**src/rtl/arx_pkg.sv**
```systemverilog
package arx_pkg;

  // acceptance checks configuration
  typedef struct packed {
    logic lbl_en;
    logic id_en;
    logic id_b10;
    logic id_b9;
  } arx_filt_t;

  // queue operation chosen each cycle
  typedef enum logic [2:0] {
    OP_IDLE,
    OP_PUSH,
    OP_POP,
    OP_SWAP,
    OP_OVER,
    OP_CLEAR
  } arx_op_e;

endpackage

```
**src/rtl/arx_accept.sv**
```systemverilog
module arx_accept
  import arx_pkg::*;
#(
  parameter int LBL_W = 8
) (
  input  logic [LBL_W+1:0]       word_i,
  input  logic                   eos_i,
  input  arx_filt_t              cfg_i,
  input  logic [(1<<LBL_W)-1:0]  tbl_i,
  output logic                   keep_o
);

  logic [LBL_W-1:0] idx;
  logic             lbl_ok;
  logic             id_ok;

  assign idx = word_i[LBL_W-1:0];

  always_comb begin
    lbl_ok = !cfg_i.lbl_en || tbl_i[idx];
    id_ok  = !cfg_i.id_en ||
             ((word_i[LBL_W+1] == cfg_i.id_b10) && (word_i[LBL_W] == cfg_i.id_b9));
    keep_o = eos_i && lbl_ok && id_ok;
  end

endmodule

```
**src/rtl/arx_store.sv**
```systemverilog
module arx_store
  import arx_pkg::*;
#(
  parameter int DATA_W = 32,
  parameter int DEPTH  = 32,
  localparam int AW    = (DEPTH > 1) ? $clog2(DEPTH) : 1,
  localparam int CW    = $clog2(DEPTH + 1)
) (
  input  logic              clk,
  input  logic              rst_n,
  input  logic              clr_i,
  input  logic              push_i,
  input  logic              pop_req_i,
  input  logic [DATA_W-1:0] data_i,
  output logic [DATA_W-1:0] head_o,
  output logic [CW-1:0]     count_o
);

  logic [DATA_W-1:0] mem [DEPTH];
  logic [AW-1:0]     rd_q, rd_d, wr_q, wr_d, wa;
  logic [CW-1:0]     cnt_q, cnt_d;
  logic              we;
  logic              st_en;
  logic              is_empty, is_full;
  arx_op_e           op;

  function automatic logic [AW-1:0] ptr_inc(input logic [AW-1:0] p);
    return (p == AW'(DEPTH - 1)) ? '0 : p + 1'b1;
  endfunction

  function automatic logic [AW-1:0] ptr_dec(input logic [AW-1:0] p);
    return (p == '0) ? AW'(DEPTH - 1) : p - 1'b1;
  endfunction

  assign is_empty = (cnt_q == '0);
  assign is_full  = (cnt_q == CW'(DEPTH));

  // operation decode
  always_comb begin
    if (clr_i)                              op = OP_CLEAR;
    else if (push_i && pop_req_i && !is_empty) op = OP_SWAP;
    else if (push_i && is_full)             op = OP_OVER;
    else if (push_i)                        op = OP_PUSH;
    else if (pop_req_i && !is_empty)        op = OP_POP;
    else                                    op = OP_IDLE;
  end

  // next state
  always_comb begin
    rd_d  = rd_q;
    wr_d  = wr_q;
    cnt_d = cnt_q;
    wa    = wr_q;
    we    = 1'b0;
    unique case (op)
      OP_CLEAR: begin
        rd_d  = '0;
        wr_d  = '0;
        cnt_d = '0;
      end
      OP_SWAP: begin
        we   = 1'b1;
        wr_d = ptr_inc(wr_q);
        rd_d = ptr_inc(rd_q);
      end
      OP_OVER: begin
        we = 1'b1;
        wa = ptr_dec(wr_q);
      end
      OP_PUSH: begin
        we    = 1'b1;
        wr_d  = ptr_inc(wr_q);
        cnt_d = cnt_q + 1'b1;
      end
      OP_POP: begin
        rd_d  = ptr_inc(rd_q);
        cnt_d = cnt_q - 1'b1;
      end
      default: ;
    endcase
  end

  assign st_en = (op != OP_IDLE);

  always_ff @(posedge clk or negedge rst_n) begin
    if (!rst_n) begin
      rd_q  <= '0;
      wr_q  <= '0;
      cnt_q <= '0;
    end else if (st_en) begin
      rd_q  <= rd_d;
      wr_q  <= wr_d;
      cnt_q <= cnt_d;
    end
  end

  always_ff @(posedge clk) begin
    if (we) mem[wa] <= data_i;
  end

  assign head_o  = is_empty ? '0 : mem[rd_q];
  assign count_o = cnt_q;


  no_overflow_chk: assert property (@(posedge clk) disable iff (!rst_n)
    cnt_q <= CW'(DEPTH));


  ptr_match_chk: assert property (@(posedge clk) disable iff (!rst_n)
    is_empty |-> (rd_q == wr_q));


  full_hold_chk: assert property (@(posedge clk) disable iff (!rst_n)
    (push_i && !pop_req_i && is_full && !clr_i) |=> (is_full && $stable(rd_q) && $stable(wr_q)));


  swap_full_chk: assert property (@(posedge clk) disable iff (!rst_n)
    (push_i && pop_req_i && is_full && !clr_i) |=> (is_full && (rd_q != $past(rd_q))));


  clear_chk: assert property (@(posedge clk) disable iff (!rst_n)
    clr_i |=> is_empty);

endmodule

```
**src/rtl/arx_view.sv**
```systemverilog
module arx_view #(
  parameter int DATA_W = 32,
  parameter int DEPTH  = 32,
  parameter int LBL_W  = 8,
  localparam int CW    = $clog2(DEPTH + 1),
  localparam int HALF  = DEPTH / 2
) (
  input  logic              clk,
  input  logic              rst_n,
  input  logic [DATA_W-1:0] head_i,
  input  logic [CW-1:0]     count_i,
  input  logic              lbl_rev_i,
  input  logic              flag_sel_i,
  output logic [DATA_W-1:0] rd_data_o,
  output logic              empty_o,
  output logic              half_o,
  output logic              full_o,
  output logic              rflag_o
);

  logic [LBL_W-1:0] rev_lbl;

  for (genvar g = 0; g < LBL_W; g++) begin : g_rev
    assign rev_lbl[g] = head_i[LBL_W-1-g];
  end

  always_comb begin
    empty_o   = (count_i == '0);
    half_o    = (count_i >= CW'(HALF));
    full_o    = (count_i == CW'(DEPTH));
    rflag_o   = flag_sel_i ? full_o : empty_o;
    rd_data_o = {head_i[DATA_W-1:LBL_W], lbl_rev_i ? rev_lbl : head_i[LBL_W-1:0]};
  end


  full_half_chk: assert property (@(posedge clk) disable iff (!rst_n)
    full_o |-> half_o);


  empty_zero_chk: assert property (@(posedge clk) disable iff (!rst_n)
    empty_o |-> (rd_data_o == '0));

endmodule

```
**src/rtl/arx_label_fifo.sv**
```systemverilog
module arx_label_fifo
  import arx_pkg::*;
#(
  parameter int DATA_W = 32,
  parameter int DEPTH  = 32,
  parameter int LBL_W  = 8,
  localparam int TBL_N = 1 << LBL_W,
  localparam int CW    = $clog2(DEPTH + 1)
) (
  input  logic              clk,
  input  logic              rst_n,
  input  logic              mreset,
  input  logic              eos,
  input  logic [DATA_W-1:0] word_in,
  input  logic [TBL_N-1:0]  lbl_table,
  input  logic              lbl_chk_en,
  input  logic              id_chk_en,
  input  logic              id_ref10,
  input  logic              id_ref9,
  input  logic              lbl_swap,
  input  logic              flag_sel,
  input  logic              rd_en,
  output logic [DATA_W-1:0] rd_data,
  output logic              empty,
  output logic              half_full,
  output logic              full,
  output logic              rflag
);

  arx_filt_t         filt;
  logic              keep;
  logic [DATA_W-1:0] head;
  logic [CW-1:0]     count;

  assign filt = '{lbl_en: lbl_chk_en, id_en: id_chk_en, id_b10: id_ref10, id_b9: id_ref9};

  arx_accept #(.LBL_W(LBL_W)) u_accept (
    .word_i (word_in[LBL_W+1:0]),
    .eos_i  (eos),
    .cfg_i  (filt),
    .tbl_i  (lbl_table),
    .keep_o (keep)
  );

  arx_store #(.DATA_W(DATA_W), .DEPTH(DEPTH)) u_store (
    .clk       (clk),
    .rst_n     (rst_n),
    .clr_i     (mreset),
    .push_i    (keep),
    .pop_req_i (rd_en),
    .data_i    (word_in),
    .head_o    (head),
    .count_o   (count)
  );

  arx_view #(.DATA_W(DATA_W), .DEPTH(DEPTH), .LBL_W(LBL_W)) u_view (
    .clk        (clk),
    .rst_n      (rst_n),
    .head_i     (head),
    .count_i    (count),
    .lbl_rev_i  (lbl_swap),
    .flag_sel_i (flag_sel),
    .rd_data_o  (rd_data),
    .empty_o    (empty),
    .half_o     (half_full),
    .full_o     (full),
    .rflag_o    (rflag)
  );


  reject_hold_chk: assert property (@(posedge clk) disable iff (!rst_n)
    (eos && !keep && !rd_en && !mreset) |=> $stable(count));


  lbl_block_chk: assert property (@(posedge clk) disable iff (!rst_n)
    (eos && lbl_chk_en && !lbl_table[word_in[LBL_W-1:0]] && !rd_en && !mreset) |=> $stable(count));

endmodule

```
**config.mk**
```make
export PLATFORM = sky130hd
export DESIGN_NAME = arx_label_fifo
export DESIGN_NICKNAME = d
export VERILOG_FILES = /design/src/rtl/arx_pkg.sv /design/src/rtl/arx_accept.sv /design/src/rtl/arx_store.sv /design/src/rtl/arx_view.sv /design/src/rtl/arx_label_fifo.sv
export SDC_FILE = /design/constraint.sdc
export NUM_CORES = 1
export LEC_CHECK = 0
export ABC_AREA = 0
export CAP_MARGIN = 20
export CORE_ASPECT_RATIO = 1.1
export CORE_UTILIZATION = 39
export DETAILED_ROUTE_END_ITERATION = 10
export DONT_BUFFER_PORTS = 1
export PLACE_DENSITY = 0.52
export SLEW_MARGIN = 20
export SYNTH_ARGS = -nofsm -noshare
export SYNTH_HDL_FRONTEND = slang
export SYNTH_SLANG_ARGS = --single-unit
```
**constraint.sdc**
```tcl
create_clock -name clk -period 4.99 [get_ports clk]
set_input_delay 0.998 -clock clk [delete_from_list [all_inputs] [get_ports clk]]
set_output_delay 0.998 -clock clk [all_outputs]
set_load 0.02 [all_outputs]
```
== Yosys cells after proc, flatten, opt, wreduce, memory -nomap -nowiden ==
Memories as Yosys holds them, arrays and structs flattened.
Index checks and enable logic that the tools add are counted.
W data, S select, Z words.

* Add/sub/neg operators: 5
* $lt $le $gt $ge: 2
* Eq/ne operators: 10
* Muxes and demuxes: 20
* Reductions and logical operators: 24

{| class="wikitable"
|+ Operator list
! operator !! number
|-
| $mux W32 || 1
|-
| $mux W5 || 4
|-
| $pmux W5 S2 || 2
|-
| $pmux W6 S3 || 1
|-
| $mux W3 || 4
|-
| $add A5 B1 Y5 const B || 2
|-
| $eq A5 B5 Y1 const B || 2
|-
| $lt A8 B9 Y1 const B || 1
|-
| $bmux W1 S8 || 1
|-
| $mux W8 || 1
|-
| $logic_and A1 B1 Y1 || 7
|-
| $add A6 B1 Y6 const B || 1
|-
| $eq A3 B2 Y1 const B || 2
|-
| $eq A3 B3 Y1 const B || 2
|-
| $eq A6 B6 Y1 const B || 1
|-
| $ge A6 B5 Y1 const B || 1
|-
| $logic_not A6 Y1 || 1
|-
| $reduce_and A2 Y1 || 3
|-
| $reduce_bool A3 Y1 || 2
|-
| $sub A6 B1 Y6 const B || 1
|-
| $logic_not A5 Y1 || 1
|-
| $mux W1 || 5
|-
| $sub A5 B1 Y5 const B || 1
|-
| $reduce_bool A2 Y1 || 2
|-
| other kinds (7) || 12
|}

* Bits in registers: 16
* Bits in writable memories: 1024
* Input port bits: 299
* Output and inout port bits: 36
* Logic and storage cells: 65
* Memories: 1

{| class="wikitable"
|+ Memory list
! name !! words !! bits a word !! read ports !! clocked after Yosys merged registers in !! write ports !! line !! source
|-
| u_store.mem || 32 || 32 || 1 || 0 || 1 || arx_store.sv:19 || <nowiki>logic [DATA_W-1:0] mem [DEPTH];</nowiki>
|}

== Depth between registers and ports, before layout ==
Gate-level depths: netlist of the first run.

* Word-level depth: 14
* Gate-level depth with buffers: 19
* Depth with buffers taken out: 15

== Cells and area by module ==
From an unflattened synthesis of the first run, not the netlist that was laid out.

* Cells, all modules: 2099
* Area total of the unflattened synthesis: 43060.0 µm²

{| class="wikitable"
|+ Modules (own cells, without submodules)
! module !! instances !! cells an instance !! area each (µm²) !! sequential area each (µm²)
|-
| arx_store || 1 || 1849 || 40510.1 || 31149.9
|-
| arx_accept || 1 || 211 || 2207.1 || 0.0
|-
| arx_view || 1 || 39 || 342.8 || 0.0
|}

== Least setup slack after synthesis of the first run ==
Ideal clock, no wire load.

* Path kind: input -> register
* Start: input word_in[2]
* End: memory u_store.mem[12][0], enable pin
* Library setup time: 0.432 ns
* Data arrival time: 4.891 ns
* Data required time: 4.558 ns
* Setup slack: -0.333 ns
* Cell stages on the path: 12
* Cells stage by stage: buf_6 > buf_12 > buf_12 > buf_12 > mux2i_1 > a221oi_1 > nand2_1 > a311oi_2 > nor4_4 > a2111oi_4 > or4b_1 > a21oi_1

* Longest elaborated chain between the ends: 14

{| class="wikitable"
|+ Ends and longest elaborated chain
! element !! line !! source
|-
| start: declaration || arx_label_fifo.sv:14 || <nowiki>input logic [DATA_W-1:0] word_in,</nowiki>
|-
| $bmux W1 S8 (*) || arx_accept.sv:20 || <nowiki>lbl_ok = !cfg_i.lbl_en || tbl_i[idx];</nowiki>
|-
| $mux W1 (implied by the code) (*) || arx_accept.sv:20 ||
|-
| $logic_or A1 B1 Y1 (*) || arx_accept.sv:20 ||
|-
| $logic_and A1 B1 Y1 (*) (2 in series) || arx_accept.sv:23 || <nowiki>keep_o = eos_i && lbl_ok && id_ok;</nowiki>
|-
| $mux W3, or another cell as far along || arx_store.sv:43 || <nowiki>else if (push_i) op = OP_PUSH;</nowiki>
|-
| $mux W3 or $logic_and A1 B1 Y1 (tied branches) || arx_store.sv:42, arx_store.sv:41 ||
|-
| $mux W3 (*) || arx_store.sv:41 || <nowiki>else if (push_i && pop_req_i && !is_empty) op = OP_SWAP;</nowiki>
|-
| $mux W3 (*) || arx_store.sv:40 || <nowiki>if (clr_i) op = OP_CLEAR;</nowiki>
|-
| $eq A3 B2 Y1, or another cell as far along || arx_store.sv:55 || <nowiki>unique case (op)</nowiki>
|-
| $reduce_or A3 Y1 (no line) || - ||
|-
| $mux W1 || arx_store.sv:55 ||
|-
| $mux W1 || arx_store.sv:98 || <nowiki>if (we) mem[wa] <= data_i;</nowiki>
|-
| $mux W1 (implied by the code) || arx_store.sv:98 ||
|-
| end: declaration || arx_store.sv:19 ||
|}

Every way passes the cells marked *; elsewhere a longest branch is shown, timed or not. The select of a mux whose other input is x is not followed.

== Worst setup path in the final report of the first run ==
* Start: register u_store.rd_q[0]
* End: output rd_data[4]

* Longest elaborated chain between the ends: 3

{| class="wikitable"
|+ Ends and longest elaborated chain
! element !! line !! source
|-
| start: declaration || arx_store.sv:20 || <nowiki>logic [AW-1:0] rd_q, rd_d, wr_q, wr_d, wa;</nowiki>
|-
| start signal: assignment || arx_store.sv:91 || <nowiki>rd_q <= rd_d;</nowiki>
|-
| $mem_v2 Z32 W32 || - ||
|-
| $mux W32 || arx_store.sv:101 || <nowiki>assign head_o = is_empty ? '0 : mem[rd_q];</nowiki>
|-
| $mux W8 || arx_view.sv:32 || <nowiki>rd_data_o = {head_i[DATA_W-1:LBL_W], lbl_rev_i ? rev_lbl : head_i[LBL_W-1:0]};</nowiki>
|-
| end: declaration || arx_label_fifo.sv:23 || <nowiki>output logic [DATA_W-1:0] rd_data,</nowiki>
|}

No other way between the ends.

==> flow_metrics.tcl, run 1 <==
set metrics [dict create \
    cts_hold_buf 1 \
    cpMostUsedCell "mux4_2" \
    ys.flop_type "edfxtp_1" \
    layout_setup_ws_ns 0.232 \
    drc_errors 0 \
    port_buffers 0 \
    final_util_pct 45.0 \
    post_route_cells_drive_above_1_share_pct 31.8 \
    hold_viol_final 0 \
    power.leakage_nw 14.7 \
    grt_usage_pct 20.7 \
    drt_wl_total_um 115000 \
    htreeDepth 3 \
    gp_congestion 1.08 \
    whs_ns 0.419 \
    fin_crit_ns 4.76 \
    irDropWorstVdd_mv 0.292 \
    die_h_um 350 \
    synth_fp_nets 2251 \
    synthArstFlopShare_pct 1.54 \
    yosysTopAreaCell "edfxtp_1" \
    cp-start-kind "register" \
    maxCapViolCount 0 \
    cp_max_fo 36 \
    dieArea_sq_um 111000 \
    post_cts_buffers 0 \
    ios 335 \
    powerDensity_nw_per_um2 436 \
    cp.required_ns 3.99 \
    cts.sinks 1040 \
    rows 127 \
    yosysMostFrequentCell "edfxtp_1" \
    min_path_type "primary input to register" \
    crit_type "register to output port" \
    yosysUniqueCellTypes 64 \
    antenna_found_initial 25 \
    grt_first_pass_wirelength_um 163000 \
    skew_ns 0.0203 \
    grt_max_degree 120 \
    vias 20700 \
    cts_made_buffers 104 \
    ys_seq_area_share_pct 72.6 \
    syn-cell-area_sq_um 42900 \
    core_area_sq_um 109000 \
    outcome "finished clean" \
    dp_hpwl_um 70100 \
    crit_chain "buf_12 -> mux4_2 -> mux4_2 -> mux2_2 -> nand3_1 -> o21ai_0" \
    slew_headroom_pct 24.1 \
    rsz0062_at_grt "no" \
    dr.pass1.iters 7 \
    syn_inst 1942 \
    synthToLayoutAreaGrowth_pct 14.4 \
    tightest_slew_ns 1.14 \
    first_iter_violations 1794 \
    nets 2339 \
    synth_seq_cells 1040 \
    cts.repair.resized 0 \
    start_util_pct 39.4 \
    vias_per_cell 5.82 \
    dp.cells 3342 \
    dieWidth_um 318 \
    synth.avg_cell_area_sq_um 22.1 \
    first_global_vias 22100 \
    synth_area_leaders "edfxtp_1 (72%), mux4_2 (19%), mux2i_1 (1.9%)" \
    max_freq_ghz 0.210 \
    cts_buffer_depth 3 \
    clkLatencyLatePin_ns 0.67 \
    clkSlewWorstSetupHoldPaths_ns 0.05 \
    critPathMaxStageDelay_ns 0.87 \
    endpoint_kind "output port" \
    whs_path_depth 1 \
    yosys-top-cells-count "edfxtp_1 (1024), mux4_2 (356), mux2i_1 (83)" \
    slowest_stage "dfrtp_4" \
    cts_tree "yes" \
    overflow 0 \
    fillerInstances 9146 \
    setup_viol 0 \
    post-route-period-util_pct 95.3 \
    root_buffer "clkbuf_16" \
    wire_per_inst_um 32.4 \
    drtAntennaViolNets 0 \
    fin_area_sq_um 49100 \
    fin_cells 3557 \
    dpl_worst_slack_ns 0.133 \
    crit_arrival_ns 3.76 \
    drv_slew 0 \
    reg2reg_depth 9 \
    synth_enable_flop_cells 1024 \
    synth.top_cell.area_share_pct 71.7 \
    postPlaceCellArea_sq_um 45600 \
    yosysWarnings 0 \
]
layer usage:
layer	global-route usage (%)	part of all wire [%]	up-vias
met1	25.1	38	11200
li1	-	-	8562
met3	3.19	5.5	169
met2	37.4	53	821
met5	0	0	-
met4	7.74	3.5	0
state kept, by name (all words and copies together), names as in the netlist:
signal / flops
u_store.mem: 1024
u_store.wr_q: 5
u_store.count_o: 6
u_store.rd_q: 5
per-stage QoR:
step                setup TNS [ns]  power, mW
finish                           0       21.4
global route                     0       22.2
CTS                              0       21.7
detailed placement               0       14.0
global placement                 0       14.0
floorplan                  -208.63       12.9
cell type report:
type,instances,area [sq um],share of cell area [%]
tap,1419,1780,3.62
sequential,1040,31200,63.5
multi-input combinational,779,11500,23.4
inverter,8,30.0,0.0612
antenna,27,67.6,0.138
timing repair buffer,97,1190,2.43
clock buffer,117,2670,5.45
clock inverter,70,684,1.39
worst max-delay path, delay by kind of cell, from the launching register on:
kind	cells	cell delay [ns]
DFF	1	0.87
buffers and inverters	1	0.37
muxes	3	1.43
and+or+nand+nor	1	0.09
AOI/OAI and AO/OA	1	0.26
path summary, 6_finish.rpt:
path	start	to	slack [ns]
max in group asynchronous	rst_n	u_store.rd_q[3]$_DFFE_PN0P_	3.43
worst min-delay path	mreset	u_store.rd_q[2]$_DFFE_PN0P_	0.42
min in group asynchronous	rst_n	u_store.count_o[0]$_DFFE_PN0P_	0.92
worst min register to register	u_store.count_o[2]$_DFFE_PN0P_	u_store.count_o[2]$_DFFE_PN0P_	0.56
worst max register to register	u_store.count_o[1]$_DFFE_PN0P_	u_store.mem[0][29]$_DFFE_PP_	1.22
worst max-delay path	u_store.rd_q[0]$_DFFE_PN0P_	rd_data[4]	0.23
cells by family (layout without fill, tap and decap cells):
logic type      Yosys count  count (layout)  share of synthesized area [%]
compound gates          118             118                           1.92
xor+xnor                  7               7                          0.143
fa+ha+maj                10              10                          0.309
buf+inv                 123             292                           1.44
flops                  1040            1040                           72.6
mux                     461             461                           21.4
other cells               0              27                              0
simple gates            183             183                           2.13
where the power goes:
| part | switching (mW) | internal (mW) |
|---|---|---|
| Clock | 3.27 | 4.46 |
| Sequential | 0.120 | 9.66 |
| Combinational | 2.08 | 1.80 |
placed cells by master (no fill, tap or decap), types with 23 or more instances in the layout:
cell / n
a21oi_4: 28
buf_12: 37
buf_4: 59
clkbuf_16: 105
clkinv_1: 24
clkinv_2: 23
diode_2: 27
edfxtp_1: 1024
mux2i_1: 83
mux4_2: 356
nand2_1: 50
nand3_1: 27
nor2_1: 43
No activity file was read; power rests on OpenSTA's default activity.
==> inputs of run 2 (changes only) <==
--- a/config.mk
+++ b/config.mk
@@ -12,6 +12,7 @@
 export DETAILED_ROUTE_END_ITERATION = 10
 export DONT_BUFFER_PORTS = 1
 export PLACE_DENSITY = 0.52
+export RECOVER_POWER = 100
 export SLEW_MARGIN = 20
 export SYNTH_ARGS = -nofsm -noshare
 export SYNTH_HDL_FRONTEND = slang
==> run 2 against run 1 <==
  * Register-to-register slack lost 0.24 ns
  * Routed wire length is essentially flat
  * Cell count is the same
  * Via count is essentially flat
  * Combinational power is essentially flat
  * Hold slack lost 0.0041 ns
  * Cell area shrank 1.1%
  * Global-route usage is the same
  * First-iteration DRC count grew 5.6%
  * Total power shrank 0.13%
  * Critical endpoint is now u_store.mem[18][22]$_DFFE_PP_
  * Largest cell class unchanged
  * Die area is the same
  * Clock-buffer cell count is the same
==> flow_metrics.tcl, run 2 (same netlist as run 1, synthesis figures left out) <==
set metrics [dict create \
    dp_hpwl_um 70100 \
    maxCapViolCount 0 \
    root_buffer "clkbuf_16" \
    setup_viol 0 \
    multi_input_area_sq_um 11300 \
    first_global_vias 22100 \
    core_area_sq_um 109000 \
    wire_per_inst_um 32.4 \
    synthToLayoutAreaGrowth_pct 13.2 \
    final_common_cell "edfxtp_1" \
    dp.cells 3342 \
    vias_per_cell 5.82 \
    skew_ns 0.0179 \
    tightest_slew_ns 1.40 \
    slew_headroom_pct 6.33 \
    cts.sinks 1040 \
    rsz0062_at_grt "no" \
    port_buffers 0 \
    max_freq_ghz 0.207 \
    ios 335 \
    drtAntennaViolNets 0 \
    dieArea_sq_um 111000 \
    post_route_cells_drive_above_1_share_pct 30.2 \
    vias 20700 \
    seq_area_sq_um 31200 \
    post-route-period-util_pct 96.9 \
    final_util_pct 44.5 \
    layout_setup_ws_ns 0.153 \
    dieWidth_um 318 \
    fin_cells 3557 \
    drc_errors 0 \
    first_iter_violations 1894 \
    dpl_worst_slack_ns 0.133 \
    crit_chain "mux4_2 -> mux2i_1 -> a22oi_1 -> and3_1 -> nor4_1 -> clkbuf_1 -> a2111oi_2 -> a311o_1 -> clkbuf_2 -> a21oi_1 -> buf_2" \
    fin_setup_tns_ns 0 \
    overflow 0 \
    grt_usage_pct 20.7 \
    powerDensity_nw_per_um2 440 \
    clkLatencyLatePin_ns 0.67 \
    fin_crit_ns 4.84 \
    final_cell_mix "edfxtp_1 (1024), mux4_2 (356), clkbuf_16 (105)" \
    crit_arrival_ns 5.12 \
    endpoint_kind "register" \
    drv_slew 0 \
    slowest_stage "nor4_1" \
    grt_first_pass_wirelength_um 163000 \
    largest_reg_flops 1024 \
    fillerInstances 9221 \
    htreeDepth 3 \
    start_util_pct 39.4 \
    antenna_found_initial 25 \
    top_register "u_store.mem" \
    gp_congestion 1.08 \
    critPathMaxStageDelay_ns 0.79 \
    irDropWorstVdd_mv 0.289 \
    cp_max_fo 80 \
    die_h_um 350 \
    dr.pass1.iters 5 \
    crit_type "primary input to register" \
    grt_max_degree 120 \
    clkSlewWorstSetupHoldPaths_ns 0.06 \
    cts_made_buffers 104 \
    nets 2339 \
    min_path_type "primary input to register" \
    cts_tree "yes" \
    rows 127 \
    outcome "finished clean" \
    power.leakage_nw 14.6 \
    cp.required_ns 5.28 \
    hold_viol_final 0 \
    drt_wl_total_um 115000 \
    cp-start-kind "primary input" \
    cts_buffer_depth 3 \
]
## run 2: cell types whose count changed in the layout (fill, tap and decap cells not counted), moves of 12 or more
cell	change
clkbuf_4	+15
buf_4	-34
clkbuf_1	+12
clkbuf_2	+17
a21oi_4	-14
a21oi_1	+14
buf_12	-21
## run 2: final timing paths
path,from,end,slack [ns],cells past startpoint
hold / removal,mreset,u_store.rd_q[2]$_DFFE_PN0P_,0.41,1
setup / recovery,word_in[0],u_store.mem[18][22]$_DFFE_PP_,0.15,11
min in group asynchronous,rst_n,u_store.rd_q[2]$_DFFE_PN0P_,0.91,1
hold reg to reg,u_store.count_o[2]$_DFFE_PN0P_,u_store.count_o[2]$_DFFE_PN0P_,0.57,2
max in group asynchronous,rst_n,u_store.rd_q[3]$_DFFE_PN0P_,3.46,1
setup reg to reg,u_store.count_o[1]$_DFFE_PN0P_,u_store.mem[7][24]$_DFFE_PP_,0.98,9
## run 2: power by group
group | total (mW) | internal (mW) | switching (mW)
Combinational | 3.86 | 1.78 | 2.08
Sequential | 9.78 | 9.66 | 0.120
Clock | 7.73 | 4.46 | 3.27
Total | 21.4 | 15.9 | 5.47
## run 2: worst max-delay path, delay by kind of cell
kind | cells | cell delay, ns
mux | 2 | 0.78
buf+inv | 3 | 0.94
simple gates | 2 | 1.06
compound gates | 4 | 1.15
## run 2: layout make-up
class / instances / area share (%)
Inverter: 8 / 0.0619
Timing Repair Buffer: 97 / 1.82
Sequential cell: 1040 / 64.2
Multi-Input combinational cell: 779 / 23.2
Clock buffer: 117 / 5.51
Tap cell: 1419 / 3.66
Antenna cell: 27 / 0.139
Clock inverter: 70 / 1.41
## run 2: per-stage QoR
stage	instance area [sq um]	total power, mW	hold WS, ns
global placement	45600	14.0	0.547
floorplan	42900	12.9	0.518
detailed placement	45600	14.0	0.560
finish	48500	21.4	0.415
global route	48500	22.1	0.383
CTS	49000	21.7	0.368
## run 2: per-layer routing
metal / global-route usage (%) / vias to the layer above / share of wire, %
met2: 37.4 / 801 / 53
met3: 3.19 / 182 / 5.2
li1: - / 8549 / -
met4: 7.74 / 0 / 3.8
met5: 0 / - / 0
met1: 25.1 / 11200 / 38
## run 2: repair_timing
action,CTS,global route
setup buffers,0,0
gates resized for setup,0,0
hold endpoints to repair,16,0
hold buffers,1,0
==> inputs of run 3 (changes only) <==
--- a/config.mk
+++ b/config.mk
@@ -13,6 +13,7 @@
 export DONT_BUFFER_PORTS = 1
 export PLACE_DENSITY = 0.52
 export RECOVER_POWER = 100
+export SETUP_SLACK_MARGIN = 0.2
 export SLEW_MARGIN = 20
 export SYNTH_ARGS = -nofsm -noshare
 export SYNTH_HDL_FRONTEND = slang
==> run 3 against run 2 <==
  * Total power grew 1.3%
  * Critical endpoint is now u_store.mem[23][24]$_DFFE_PP_
  * Via count grew 0.91%
  * Clock skew grew 0.021 ns
  * Largest power group unchanged
  * Utilization is essentially flat
  * Sequential power shrank 0.6%
  * Cell area is essentially flat
  * Hold slack lost 0.018 ns
==> flow_metrics.tcl, run 3 (same netlist as run 1, synthesis figures left out) <==
set metrics [dict create \
    core_area_sq_um 109000 \
    start_util_pct 39.4 \
    wl_met3_um 6560 \
    reg2reg_depth 8 \
    grt_max_degree 120 \
    tightest_slew_ns 1.28 \
    grt_usage_pct 20.8 \
    first_global_vias 22100 \
    clkLatencyLatePin_ns 0.67 \
    drv_slew 0 \
    final_cell_mix "edfxtp_1 (1024), mux4_2 (356), clkbuf_16 (105)" \
    htreeDepth 3 \
    antenna_found_initial 22 \
    dr.pass1.iters 5 \
    min_path_type "primary input to register" \
    irDropWorstVdd_mv 0.276 \
    final_common_cell "edfxtp_1" \
    vias 20900 \
    cts_tree "yes" \
    drt_wl_total_um 116000 \
    die_h_um 350 \
    post_route_cells_drive_above_1_share_pct 29.9 \
    drtAntennaViolNets 0 \
    slowest_stage "a2111oi_4" \
    root_buffer "clkbuf_16" \
    whs_path_depth 1 \
    total_power_mw 21.6 \
    nets 2358 \
    power.leakage_nw 14.7 \
    dp_hpwl_um 73400 \
    drc_errors 0 \
    fillerInstances 9216 \
    crit_type "primary input to register" \
    critPathMaxStageDelay_ns 0.63 \
    cts_made_buffers 105 \
    ios 335 \
    cp-start-kind "primary input" \
    hold_viol_final 0 \
    post-route-period-util_pct 95.9 \
    wire_per_inst_um 32.5 \
    cpMostUsedCell "clkbuf_1" \
    largest_reg_flops 1024 \
    dieWidth_um 318 \
    fin_setup_tns_ns 0 \
    dr_wl_met2_um 59500 \
    slew_headroom_pct 14.9 \
    port_buffers 0 \
    powerDensity_nw_per_um2 446 \
    outcome "finished clean" \
    cts_buffer_depth 3 \
    rows 127 \
    skew_ns 0.0389 \
    rsz0062_at_grt "no" \
    fin_crit_ns 4.79 \
    cp_max_fo 119 \
    dieArea_sq_um 111000 \
    cts.sinks 1040 \
    cts.repair.resized 0 \
    setup_viol 0 \
    synthToLayoutAreaGrowth_pct 13.1 \
    clkSlewWorstSetupHoldPaths_ns 0.06 \
    crit_arrival_ns 5.07 \
    maxCapViolCount 0 \
    max_freq_ghz 0.209 \
    vias_per_cell 5.85 \
    first_iter_violations 1945 \
    crit_chain "mux4_1 -> mux2i_1 -> and2_0 -> o41ai_1 -> nor4_1 -> clkbuf_1 -> a2111oi_4 -> nand4_1 -> clkbuf_1 -> a21oi_1 -> clkbuf_4" \
    cp.required_ns 5.28 \
    endpoint_kind "register" \
    gp_congestion 1.08 \
    met1Wirelength_um 46000 \
    top_layer "met4" \
    top_register "u_store.mem" \
    grt_first_pass_wirelength_um 165000 \
    overflow 0 \
]
==> run 3: cell types whose count changed in the layout (fill, tap and decap cells not counted), moves of 3 or more <==
cell and delta:
diode_2 -11, a21oi_4 -6, clkbuf_2 +23, clkbuf_1 +16, clkinv_1 -5, buf_4 +8, clkbuf_4 -9, mux2_2 -3
buf_8 -5, buf_6 -3, a21oi_1 +6, mux2_1 +3
==> run 3: layer usage <==
layer | up-vias | track usage, %
met3 | 175 | 3.49
met1 | 11300 | 26.5
met5 | - | 0
met2 | 777 | 36.2
met4 | 0 | 7.23
li1 | 8593 | -
==> run 3: repair_timing <==
item / CTS / global route
endpoints found under the hold margin: 16 / 0
endpoints found under the setup margin: 26 / 0
hold buffers: 1 / 0
buffers inserted: 6 / 0
==> run 3: worst paths after layout <==
path / startpoint / endpoint / slack, ns
max: word_in[2] / u_store.mem[23][24]$_DFFE_PP_ / 0.20
min reg2reg: u_store.count_o[2]$_DFFE_PN0P_ / u_store.count_o[2]$_DFFE_PN0P_ / 0.55
min: mreset / u_store.rd_q[1]$_DFFE_PN0P_ / 0.40
max in group asynchronous: rst_n / u_store.rd_q[3]$_DFFE_PN0P_ / 3.49
max reg2reg: u_store.count_o[0]$_DFFE_PN0P_ / u_store.mem[29][7]$_DFFE_PP_ / 0.49
min in group asynchronous: rst_n / u_store.count_o[2]$_DFFE_PN0P_ / 0.88
==> run 3: per-stage QoR <==
| step | std cells | setup WS [ns] | utilization (%) | hold WS (ns) | area [sq um] |
|---|---|---|---|---|---|
| after CTS | 3552 | 0.277 | 45.1 | 0.339 | 49200 |
| after detailed placement | 3354 | 0.262 | 41.9 | 0.547 | 45600 |
| after floorplan | 1942 | -0.333 | - | 0.518 | 42900 |
| after global routing | 3567 | 0.136 | 44.5 | 0.357 | 48500 |
| after global placement | 3354 | 0.273 | 41.9 | 0.546 | 45600 |
| final | 3568 | 0.204 | 44.5 | 0.397 | 48500 |
==> run 3: area by class of cell <==
class	instances	area [sq um]	share of cell area, %
clock inverter	64	727	1.50
timing repair buffer	115	896	1.85
antenna	16	40.0	0.0825
clock buffer	127	2710	5.58
multi-input combinational	779	11200	23.0
sequential	1040	31200	64.2
tap	1419	1780	3.66
inverter	8	30.0	0.0619
==> run 3: critical path, delay by kind of cell <==
family | cells | cell delay [ns]
buf+inv | 3 | 1.09
compound gates | 3 | 1.57
simple gates | 3 | 0.59
mux | 2 | 0.59
==> run 3: power by group <==
group / internal [mW] / switching (mW)
clock: 4.55 / 3.30
combinational: 1.82 / 2.24
sequential: 9.66 / 0.0640
total: 16.0 / 5.61
